===== config.mk =====
export PLATFORM = sky130hd
export DESIGN_NAME = swire_bit_master
export DESIGN_NICKNAME = d
export VERILOG_FILES = /design/src/rtl/swire_pkg.sv /design/src/rtl/swire_sync.sv /design/src/rtl/swire_recovery.sv /design/src/rtl/swire_classify.sv /design/src/rtl/swire_bit_master.sv
export SDC_FILE = /design/constraint.sdc
export NUM_CORES = 1
export LEC_CHECK = 0
export BUFFER_PORTS_ARGS = -buffer_cell sky130_fd_sc_hd__buf_4
export CAP_MARGIN = 40
export CORE_MARGIN = 2
export CORE_UTILIZATION = 51
export CTS_CLUSTER_DIAMETER = 80
export DETAILED_ROUTE_END_ITERATION = 8
export GPL_TIMING_DRIVEN = 0
export PLACE_DENSITY = 0.74
export SLEW_MARGIN = 20
export SYNTH_ARGS = -nofsm -noshare
export SYNTH_HDL_FRONTEND = slang
export SYNTH_SLANG_ARGS = --single-unit
export TNS_END_PERCENT = 5

===== constraint.sdc =====
create_clock -name clk -period 2.1 [get_ports clk]
set_clock_uncertainty 0.1 [all_clocks]
set_input_delay 0.21 -clock clk [delete_from_list [all_inputs] [get_ports clk]]
set_output_delay 0.21 -clock clk [all_outputs]
set_load 0.05 [all_outputs]

===== src/rtl/swire_pkg.sv =====
package swire_pkg;
   typedef enum logic [1:0] {
      KIND_WRITE = 2'd0,
      KIND_READ  = 2'd1,
      KIND_START = 2'd2,
      KIND_RESET = 2'd3
   } req_kind_e;

   typedef enum logic [2:0] {
      RES_DATA0 = 3'd0,
      RES_DATA1 = 3'd1,
      RES_START = 3'd2,
      RES_ATTN  = 3'd3,
      RES_RESET = 3'd4,
      RES_FAULT = 3'd5
   } res_code_e;

   typedef enum logic [1:0] {
      ST_IDLE  = 2'd0,
      ST_DRIVE = 2'd1,
      ST_WAIT  = 2'd2
   } eng_state_e;
endpackage


===== src/rtl/swire_sync.sv =====
module swire_sync #(
   parameter int STAGES = 2
) (
   input  logic clk,
   input  logic rst_n,
   input  logic d,
   output logic q
);
   generate
      if (STAGES < 0) begin : g_bad
         $error("swire_sync: STAGES must not be negative");
      end
      if (STAGES == 0) begin : g_pass
         assign q = d;
      end else if (STAGES == 1) begin : g_one
         logic sr;
         always_ff @(posedge clk) begin
            if (!rst_n) sr <= 1'b0;
            else        sr <= d;
         end
         assign q = sr;
      end else begin : g_chain
         logic [STAGES-1:0] sr;
         always_ff @(posedge clk) begin
            if (!rst_n) sr <= '0;
            else        sr <= {sr[STAGES-2:0], d};
         end
         assign q = sr[STAGES-1];
      end
   endgenerate
endmodule


===== src/rtl/swire_recovery.sv =====
module swire_recovery #(
   parameter int REC_CYC = 3
) (
   input  logic clk,
   input  logic rst_n,
   input  logic line_hi,
   output logic done
);
   generate
      if (REC_CYC == 0) begin : g_none
         assign done = line_hi;
      end else begin : g_count
         localparam int RW = $clog2(REC_CYC + 1);
         logic [RW-1:0] hi_cnt;
         always_ff @(posedge clk) begin
            if (!rst_n)                         hi_cnt <= '0;
            else if (!line_hi)                  hi_cnt <= '0;
            else if (hi_cnt != RW'(REC_CYC))    hi_cnt <= hi_cnt + RW'(1);
         end
         assign done = (hi_cnt == RW'(REC_CYC));

         AST_REC_AFTER_HIGH: assert property (@(posedge clk) disable iff (!rst_n)
            done |-> $past(line_hi));
      end
   endgenerate
endmodule


===== src/rtl/swire_classify.sv =====
module swire_classify
   import swire_pkg::*;
#(
   parameter int CW       = 8,
   parameter int TH_ONE   = 8,
   parameter int TH_START = 18,
   parameter int TH_ATTN  = 32,
   parameter int TH_RESET = 50
) (
   input  logic [CW-1:0] low_len,
   output res_code_e     code
);
   always_comb begin
      if (low_len < CW'(TH_ONE))        code = RES_DATA0;
      else if (low_len < CW'(TH_START)) code = RES_DATA1;
      else if (low_len < CW'(TH_ATTN))  code = RES_START;
      else if (low_len < CW'(TH_RESET)) code = RES_ATTN;
      else                              code = RES_RESET;
   end
endmodule


===== src/rtl/swire_bit_master.sv =====
module swire_bit_master
   import swire_pkg::*;
#(
   parameter int SYNC_STAGES = 2,
   parameter int T_W0        = 4,
   parameter int T_W1        = 12,
   parameter int T_START     = 24,
   parameter int T_RESET     = 60,
   parameter int TH_ONE      = 8,
   parameter int TH_START    = 18,
   parameter int TH_ATTN     = 32,
   parameter int TH_RESET    = 50,
   parameter int TOUT        = 100,
   parameter int REC_CYC     = 3
) (
   input  logic       clk,
   input  logic       rst_n,
   input  logic       req_valid,
   output logic       req_ready,
   input  logic [1:0] req_kind,
   input  logic       req_wbit,
   output logic       rsp_valid,
   output logic [2:0] rsp_code,
   output logic       wire_pull,
   input  logic       wire_in
);
   localparam int CW       = $clog2(SYNC_STAGES + TOUT + 1);
   localparam int FAULT_AT = SYNC_STAGES + TOUT - 1;

   generate
      if (T_W0 < SYNC_STAGES || T_W0 < 2)
         $error("swire_bit_master: T_W0 must cover the synchronizer and be at least 2");
      if (!(T_W0 < TH_ONE && TH_ONE <= T_W1 && T_W1 < TH_START))
         $error("swire_bit_master: data pulse lengths must straddle TH_ONE");
      if (!(TH_START <= T_START && T_START < TH_ATTN))
         $error("swire_bit_master: start pulse must decode as start");
      if (!(TH_ATTN < TH_RESET && TH_RESET <= T_RESET && T_RESET < TOUT))
         $error("swire_bit_master: reset pulse must decode as reset and end before TOUT");
      if (REC_CYC < 0)
         $error("swire_bit_master: REC_CYC must not be negative");
   endgenerate

   logic           line_hi;
   logic           rec_done;
   eng_state_e     state;
   logic [CW-1:0]  cnt;
   logic [CW-1:0]  len_q;
   logic [CW-1:0]  sel_len;
   logic [CW-1:0]  low_len;
   res_code_e      cls;
   res_code_e      rsp_q;
   logic           rsp_v_q;
   logic           accept;

   swire_sync #(.STAGES(SYNC_STAGES)) u_sync (
      .clk(clk), .rst_n(rst_n), .d(wire_in), .q(line_hi));

   swire_recovery #(.REC_CYC(REC_CYC)) u_rec (
      .clk(clk), .rst_n(rst_n), .line_hi(line_hi), .done(rec_done));

   assign low_len = cnt - CW'(SYNC_STAGES);

   swire_classify #(
      .CW(CW), .TH_ONE(TH_ONE), .TH_START(TH_START),
      .TH_ATTN(TH_ATTN), .TH_RESET(TH_RESET)
   ) u_cls (
      .low_len(low_len), .code(cls));

   always_comb begin
      case (req_kind_e'(req_kind))
         KIND_WRITE: sel_len = req_wbit ? CW'(T_W1) : CW'(T_W0);
         KIND_READ:  sel_len = CW'(T_W0);
         KIND_START: sel_len = CW'(T_START);
         default:    sel_len = CW'(T_RESET);
      endcase
   end

   assign req_ready = (state == ST_IDLE) && line_hi && rec_done;
   assign accept    = req_valid && req_ready;
   assign wire_pull = (state == ST_DRIVE);
   assign rsp_valid = rsp_v_q;
   assign rsp_code  = rsp_q;

   always_ff @(posedge clk) begin
      if (!rst_n) begin
         state   <= ST_IDLE;
         cnt     <= '0;
         len_q   <= '0;
         rsp_v_q <= 1'b0;
         rsp_q   <= RES_DATA0;
      end else begin
         rsp_v_q <= 1'b0;
         case (state)
            ST_IDLE: begin
               if (accept) begin
                  state <= ST_DRIVE;
                  cnt   <= '0;
                  len_q <= sel_len;
               end
            end
            ST_DRIVE: begin
               cnt <= cnt + CW'(1);
               if (cnt == len_q - CW'(1)) state <= ST_WAIT;
            end
            ST_WAIT: begin
               if (line_hi) begin
                  rsp_v_q <= 1'b1;
                  rsp_q   <= cls;
                  state   <= ST_IDLE;
               end else if (cnt == CW'(FAULT_AT)) begin
                  rsp_v_q <= 1'b1;
                  rsp_q   <= RES_FAULT;
                  state   <= ST_IDLE;
               end else begin
                  cnt <= cnt + CW'(1);
               end
            end
            default: state <= ST_IDLE;
         endcase
      end
   end

   AST_DRIVE_AFTER_ACCEPT: assert property (@(posedge clk) disable iff (!rst_n)
      accept |=> wire_pull);
   AST_PULL_MIN_TWO: assert property (@(posedge clk) disable iff (!rst_n)
      $rose(wire_pull) |=> wire_pull);
   AST_BUSY_NOT_READY: assert property (@(posedge clk) disable iff (!rst_n)
      wire_pull |-> !req_ready);
   AST_RSP_SINGLE: assert property (@(posedge clk) disable iff (!rst_n)
      rsp_valid |=> !rsp_valid);
   AST_FAULT_RELEASED: assert property (@(posedge clk) disable iff (!rst_n)
      (rsp_valid && rsp_code == 3'd5) |-> !wire_pull);
   AST_RSP_WHEN_IDLE: assert property (@(posedge clk) disable iff (!rst_n)
      rsp_valid |-> !wire_pull);
endmodule


==> results.md, run 1 <==
- The layout has slightly below 200 filler cells.
- Yosys mapped the design onto 41 distinct sky130hd cell types.
- The worst hold endpoint is len_q[5].
- Setup total negative slack on the finished layout was measured at 0 ns.
- The portion of the post-synthesis area used by sequential elements is 34.1%.
- The initial antenna violation count is 0.
- The endpoint kind of the worst setup timing path is a flop.
- In the finished design, the share of the clock period the worst path needs comes to around 97%.
- The critical path goes through inv_1 -> ha_2 -> o21ba_2 -> a221o_1 -> a211o_1 -> or3_1 -> nand4_1.
- The number of H-tree levels is 1.
- The iteration-0 DRC count of the detailed router is 36.
- The synthesis-to-finish area growth is 15.8%.
- The core utilization of the finished layout is between 60 and 70%.
- In this run the worst path has a maximum fanout of 4.
- The worst path meets setup with 0.0617 ns of slack.
- The total via count after detailed routing is 1080.
- The origin of the worst min-delay path is req_kind[0].
- The number of synthesized flops with an enable pin is 0.
- The number of iterations in the first detailed-routing pass is 4.
- Clock latency on the worst-skew pair, taken at its later pin, is 0.32 ns.
- The count of warnings emitted by yosys is 0.
- The minimum clock period is around 2.0 ns.
- The tool flagged a number of max-cap violations equal to 0.
- After detailed routing, the average wire length per cell comes to 14.4 um.
- The number of global-route vias before repair came to 961.
- The power per standard cell area is 445 nW/um^2.
- The total DRC errors in the routed layout is 0.
- Along the worst hold path, the cell count comes to 3.
- The startpoint kind of the worst setup timing path is a flop.
- The final setup violation count is 0.
- The die covers between 2000 and 3000 sq um.
- The most common flop cell mapped by yosys is dfxtp_1.
- Setup repair after global routing could not meet its margin everywhere.
- OpenSTA, run right after detailed placement, puts the worst setup slack at -0.0776 ns.
- The number of sinks handled by clock tree synthesis is 21.
- Buffers placed on the I/O ports in this run total 12.
- The flip-flop and latch count after synthesis is 21.
- The final number of max-transition violations is 0.
- The sequential standard cell area is 425 sq um.
- The maximum resistive drop on vdd is 0.319 mV.
- The global-route wire length before repair is about 4200 um.
- The setup check on the worst reg-to-reg path leaves a slack of 0.06 ns.
- Summed over all cells, the static leakage comes to 0.589 nW.
- The wire length after detailed routing is 2690 um.
- The I/O pin count is 13.
- The number of nets with antenna violations after routing is 0.
- The setup path with the least slack is of type flop to flop.
- The arrival time of data at the critical path endpoint is 2.18 ns.
- The post-synthesis async set-or-reset flop share is 0%.
- The area of the core is 2250 sq um.
- The cell row count is 17.
- The worst relative slew slack is 68.5%.
- The width of the chip is 53.2 um.
- The detailed placer's ending HPWL is about 2000 um.
- The post-CTS clock slew at the launch and capture registers of the worst setup and hold paths is approximately 0.13 ns.
- The maximum frequency from static timing analysis is 491 MHz.
- At the pin with the least slew margin, the transition time is 0.473 ns.
- For the worst setup path, the data required time is 2.25 ns.
- The fraction of layout cells with a size suffix above 1 is 21.4%.
- The number of inserted diodes is 0.
- Counting cells, the worst reg-to-reg path comes to 7.
- A synthesized cell averages 8.74 sq um.
- The worst stage delay on the critical path is 0.37 ns.
- The floorplan die height is 53.2 um.
- The global routing usage summed across all routing layers is 20.9%.
- Summing every instance area after synthesis gives roughly 1200 sq um.
- The final layout contains 175 nets.
- On the final layout, the worst hold slack is 0.0743 ns.
- The initial utilization of the core area, before any placement, comes to 54.7%.
- The final hold violation count is 0.
- The clock tree buffer depth is 2.
- The cell sitting at the root of the clock tree is a clkbuf_4.
- The worst min-delay path class is input port to flop.
- The post-synthesis net count is about 160.
- The total CTS buffers is 3.
- Dividing the detail-routed via count by the number of cells gives 5.78.
- The endpoint identified for the worst register-to-register timing path is state[0].
- The flow ran to the end, and the final reports show no timing, DRC or antenna violations.
- The multi-input logic area is around 760 sq um.
- The largest net degree at the start of global routing is 13.
- The total congestion overflow is 0.
- The startpoint identified for the worst register-to-register timing path is len_q[3].
- The number of cells produced by synthesis is 141.
- The largest individual stage delay along the critical path comes from the cell dfxtp_2.
- The weighted congestion at the end of routability-driven global placement is 0.805.
- The TritonCTS clock tree is built.
-- layer usage --
layer | vias to the layer above | routed length (um) | GRT usage, %
met3 | 2 | 88 | 5.37
met4 | 0 | 17 | 6.41
li1 | 536 | - | -
met2 | 14 | 1380 | 38.1
met1 | 528 | 1210 | 23.5
met5 | - | 0 | 0
-- Yosys cell counts, types with 3 or more instances --
master / number / area share (%)
dfxtp_1: 21 / 34
nor2_1: 12 / 3.7
nand2_1: 9 / 2.7
ha_1: 8 / 8.1
inv_1: 8 / 2.4
o21ai_0: 8 / 3.2
xnor2_1: 7 / 5.0
nand3_1: 6 / 2.4
a21oi_1: 5 / 2.0
and2_1: 4 / 2.0
clkbuf_1: 4 / 1.2
nand4b_1: 4 / 2.8
o211a_1: 4 / 3.2
a21o_1: 3 / 1.8
nand4_1: 3 / 1.5
xor2_1: 3 / 2.1
-- sequential cells by signal, summed over array words and instances, names as in the netlist --
signal and cells:
cnt 7, len_q 4, rsp_code 3, rsp_valid 1
state 2, u_rec.g_count.hi_cnt 2, u_sync.g_chain.sr 2
-- worst max-delay path, delay by kind of cell, from the launching register on --
family                     cells  cell delay (ns)
AOI/OAI and AO/OA              3             0.83
adders and majority gates      1             0.19
buffers and inverters          1             0.05
DFF                            1             0.37
and+or+nand+nor                2             0.44
-- power breakdown --
group          switching [mW]  internal, mW  leakage, nW  total [mW]
registers             0.00233         0.401        0.172       0.403
clock network           0.131        0.0712       0.0177       0.202
logic                  0.0157        0.0141        0.399      0.0298
total                   0.149         0.486        0.589       0.635
-- cell families after synthesis --
group | count (synthesis) | share of synthesized area (%)
multiplexers | 2 | 1.62
XOR/XNOR | 10 | 7.11
flip-flops | 21 | 34.1
AO/OA/AOI/OAI | 33 | 20.2
AND/OR/NAND/NOR | 52 | 23.2
adder cells (fa/ha/maj) | 8 | 8.12
buffers and inverters | 15 | 5.58
-- worst max-delay path by stage --
stage | from | end | slack (ns) | depth (start not counted)
2_1_floorplan | len_q[2] | state[0] | 0.06 | 7
3_3_place_gp | len_q[2] | state[0] | -0.02 | 7
3_5_place_dp | len_q[2] | state[0] | -0.08 | 7
4_1_cts | cnt[1] | cnt[2] | -0.003 | 7
5_1_grt | len_q[2] | state[0] | -0.002 | 7
6_report | len_q[3] | state[0] | 0.06 | 7
-- metrics by stage --
| stage | cells | area, sq um | power [mW] |
|---|---|---|---|
| 2_1_floorplan | 141 | 1230 | 0.423 |
| 3_3_place_gp | 181 | 1360 | 0.438 |
| 3_5_place_dp | 181 | 1360 | 0.439 |
| 4_1_cts | 187 | 1410 | 0.639 |
| 5_1_grt | 187 | 1430 | 0.660 |
| 6_report | 187 | 1430 | 0.635 |
-- cell usage in the layout (no fill, tap or decap), types with 2 or more instances in the layout --
master | Yosys | layout
xnor2_1 | 7 | 7
dfxtp_1 | 21 | 17
clkbuf_4 | 0 | 3
and2_1 | 4 | 4
nor4b_1 | 2 | 2
buf_4 | 1 | 14
xor2_1 | 3 | 3
a21oi_1 | 5 | 5
nor2_1 | 12 | 12
o211a_1 | 4 | 4
o21ai_0 | 8 | 8
clkbuf_1 | 4 | 4
nor3_1 | 2 | 2
mux2i_1 | 2 | 2
ha_1 | 8 | 7
o221a_2 | 2 | 2
inv_1 | 8 | 8
nand3_1 | 6 | 6
nand4_1 | 3 | 3
nand4b_1 | 4 | 4
nand2_1 | 9 | 9
a21o_1 | 3 | 3
and3_1 | 2 | 2
nor2b_1 | 2 | 2
dfxtp_2 | 0 | 4
a21boi_0 | 2 | 2
-- timing repair --
action | 4_1_cts | 5_1_grt
setup buffers | 1 | 0
hold buffers | 1 | 0
hold endpoints to repair | 1 | 0
endpoints found under the setup margin | 3 | 5
gates resized for setup | 3 | 5
pin swaps | 0 | 2
-- cell type report --
class	instances	area share (%)
tap	28	2.45
clock inverter	1	0.351
multi-input combinational	105	53.5
buffer	7	2.72
inverter	8	2.10
sequential	21	29.8
timing repair buffer	14	7.54
clock buffer	3	1.58
Note: power is estimated with default switching activity, not from simulation.
==> inputs of run 2 (changes only) <==
--- a/config.mk
+++ b/config.mk
@@ -5,11 +5,11 @@
 export SDC_FILE = /design/constraint.sdc
 export NUM_CORES = 1
 export LEC_CHECK = 0
-export BUFFER_PORTS_ARGS = -buffer_cell sky130_fd_sc_hd__buf_4
+export BUFFER_PORTS_ARGS = -buffer_cell sky130_fd_sc_hd__buf_2
 export CAP_MARGIN = 40
 export CORE_MARGIN = 2
 export CORE_UTILIZATION = 51
-export CTS_CLUSTER_DIAMETER = 80
+export CTS_CLUSTER_DIAMETER = 200
 export DETAILED_ROUTE_END_ITERATION = 8
 export GPL_TIMING_DRIVEN = 0
 export PLACE_DENSITY = 0.74
==> run 2 against run 1 <==
Against the previous run: setup slack gained 0.032 ns; critical endpoint is now cnt[3]; clock power is essentially flat; largest power group unchanged; global-route usage grew 1.5 points; power shrank 0.63%; highest routed layer unchanged; via count grew 0.56%.
==> results.md, run 2 (synthesis gave the netlist of run 1 again) <==
- The worst setup path is captured at a flop.
- The number of global-route vias before repair is about 1100.
- The global-route wire length before repair is 4590 um.
- The initial core utilization is 54.7%.
- Across all register-to-register paths, the minimum setup slack is 0.09 ns.
- The largest net degree at the start of global routing is 13.
- The buffer count from post-CTS setup fixing is 0.
- In the routed layout, each cell is associated on average with a via count of 5.87.
- The die covers roughly 2800 sq um.
- The largest register by flop count is cnt.
- The total via count after detailed routing is around 1100.
- Cells with a size suffix above 1 make up 21.7% of the layout.
- Counting the buffers created by CTS gives 3.
- Measured along the x axis, the die boundary spans between 50 and 60 um.
- The total congestion overflow is 0.
- The clock tree buffer depth is 2.
- The most used cell along the critical path is a21o_1.
- STA puts the critical path data arrival time at 2.16 ns.
- The tightest min-delay check is of the input port to flop type.
- After floorplanning, the core was sized to cover ~2300 sq um.
- The register with the most flip-flops in the layout has 7 of them.
- During I/O placement, the number of pins put on the boundary was 13.
- The worst path in the final design needs a cycle of 2.01 ns, including I/O delays and setup.
- The synthesis-to-finish area growth is 13.6%.
- The total DRC errors in the routed layout is 0.
- Dividing the detail-routed wire length by the instance count gives 14.9 um.
- The floorplan step set the die height to 53.2 um.
- The floorplan has 17 rows.
- In this run the number of H-tree levels came out at 1.
- The number of violations of the max-capacitance limit is 0.
- In this run the power density over the cells is 451 nW/um^2.
- The finished cells cover 1400 sq um.
- After clock tree synthesis, the clock-pin slew on the worst setup and hold paths is 0.12 ns.
- TritonCTS built the clock tree.
- The critical setup path kind is flop to flop.
- The startpoint kind of the worst setup timing path is a flop.
- IR analysis of the VDD net gives a maximum drop of roughly 0.37 mV.
- The final critical path takes up 95.5% of the cycle.
- The first TritonRoute pass finished after 4 iterations.
- The placement-stage cell area is 1330 sq um.
- Leaving out fill and tap cells, the most frequent cell in the layout is dfxtp_1.
- The total buffers and inverters traversed by the critical path is 1.
- Summed over all cells, the static leakage comes to 0.576 nW.
- Setup violations remaining at the end of the flow were counted as 0.
- The maximum frequency from static timing analysis is about 500 MHz.
- During placement, the flow inserted port buffers numbering 12.
- The initial antenna violation count came to 0.
- The cell with the largest stage delay on the worst path is or4_1.
- In this run the worst path has a maximum fanout of 6.
- The final number of max-transition violations is 0.
- At the worst endpoint, the required time is 2.25 ns.
- The number of nets in the finished design is 173.
- Setup repair after global routing could not meet its margin everywhere.
- The repair_antennas step left the layout with diodes totalling 0.
- At the later pin of the worst-skew pair, clock insertion delay measures between 0.3 and 0.4 ns.
- The clock root buffer is clkbuf_4.
- The tightest hold path in the finished design has a slack of 0.0895 ns.
- Once detail routing completed, the nets flagged for antenna violations numbered 0.
- The weighted congestion at the end of routability-driven global placement is 0.810.
- The worst stage delay on the critical path is 0.47 ns.
- The final layout contains routed wiring with a total length of 2760 um.
- The global routing usage summed across all routing layers is 22.4%.
- The HPWL after detailed placement is 2020 um.
- The final hold violation count was 0.
- The run finished with clean final reports.
- The worst relative slew slack is 67.5%.
- For the pin with the worst max-slew slack, the measured transition is 0.488 ns.
- The kind of cell adding the most delay to the critical path is simple AND/OR/NAND/NOR gates.
- After the first detailed-routing iteration, the DRC count stood at 28.
- In the layout the commonest cells are dfxtp_1 (17), buf_2 (13), nor2_1 (12), nand2_1 (9), inv_1 (8).
- Traced cell by cell, the critical path runs through inv_1 -> ha_1 -> and4_4 -> a21o_1 -> a21o_1 -> or4_1 -> a21boi_1.
- For this design, the sink count on the clock tree is 21.
-- run 2: cell count changes in the layout (fill, tap and decap cells not counted) --
cell / previous run / this run
and2_2: 0 / 1
buf_2: 1 / 13
o21ai_0: 8 / 7
buf_4: 14 / 1
and2_1: 4 / 3
clkbuf_1: 4 / 3
o31ai_1: 0 / 1
ha_4: 0 / 1
o31ai_2: 1 / 0
o21ai_1: 0 / 1
ha_1: 7 / 6
dfxtp_4: 0 / 2
dfxtp_2: 4 / 2
-- run 2: power by group --
part	internal [mW]	total, mW	switching (mW)
logic	0.0107	0.0265	0.0159
clock network	0.0713	0.204	0.133
registers	0.398	0.400	0.00229
total	0.480	0.631	0.151
-- run 2: layer usage --
metal  part of all wire [%]  track usage (%)  wire length (um)  vias up
met5                      0                0                 0        -
met3                    2.8             3.11                78        5
li1                       -                -                 -      537
met1                     44             25.3              1220      526
met2                     52             41.0              1420       18
met4                    1.2             10.3                34        0
-- run 2: worst register-to-register path: stages (launching register included) --
cell      delay, ns
dfxtp_4        0.40
inv_1          0.05
ha_1           0.17
and4_4         0.19
a21o_1         0.22
a21o_1         0.21
or4_1          0.47
a21boi_1       0.14
-- run 2: final cells by class --
type,instances,area (sq um)
buffer,6,35.0
inverter,8,30.0
fill,211,855
clock buffer,3,22.5
clock inverter,1,5.00
multi-input combinational,105,772
sequential,21,430
tap,28,35.0
timing repair buffer,13,70.1
-- run 2: stage by stage --
stage	std cells	utilization [%]	power (mW)	worst slack (ns)	setup TNS, ns
6_report	185	62.1	0.631	0.0940	0
5_1_grt	185	62.1	0.656	-0.0199	-0.0199
4_1_cts	186	60.9	0.635	-0.0314	-0.0314
3_5_place_dp	181	58.9	0.436	-0.0461	-0.0632
3_3_place_gp	181	58.9	0.435	-0.0222	-0.0222
2_1_floorplan	141	-	0.423	0.0647	0
-- run 2: path summary, 6_finish.rpt --
path / startpoint / to / cells after the start
worst max-delay path: cnt[1] / cnt[3] / 7
worst min register to register: u_sync.g_chain.sr[0] / u_sync.g_chain.sr[1] / 1
worst max register to register: cnt[1] / cnt[3] / 7
worst min-delay path: req_kind[0] / len_q[5] / 3
-- run 2: timing repair --
item,in CTS,in global routing
hold endpoints to repair,1,0
pin swaps,0,3
hold buffers,1,0
setup endpoints to repair,3,7
gates resized for setup,3,10
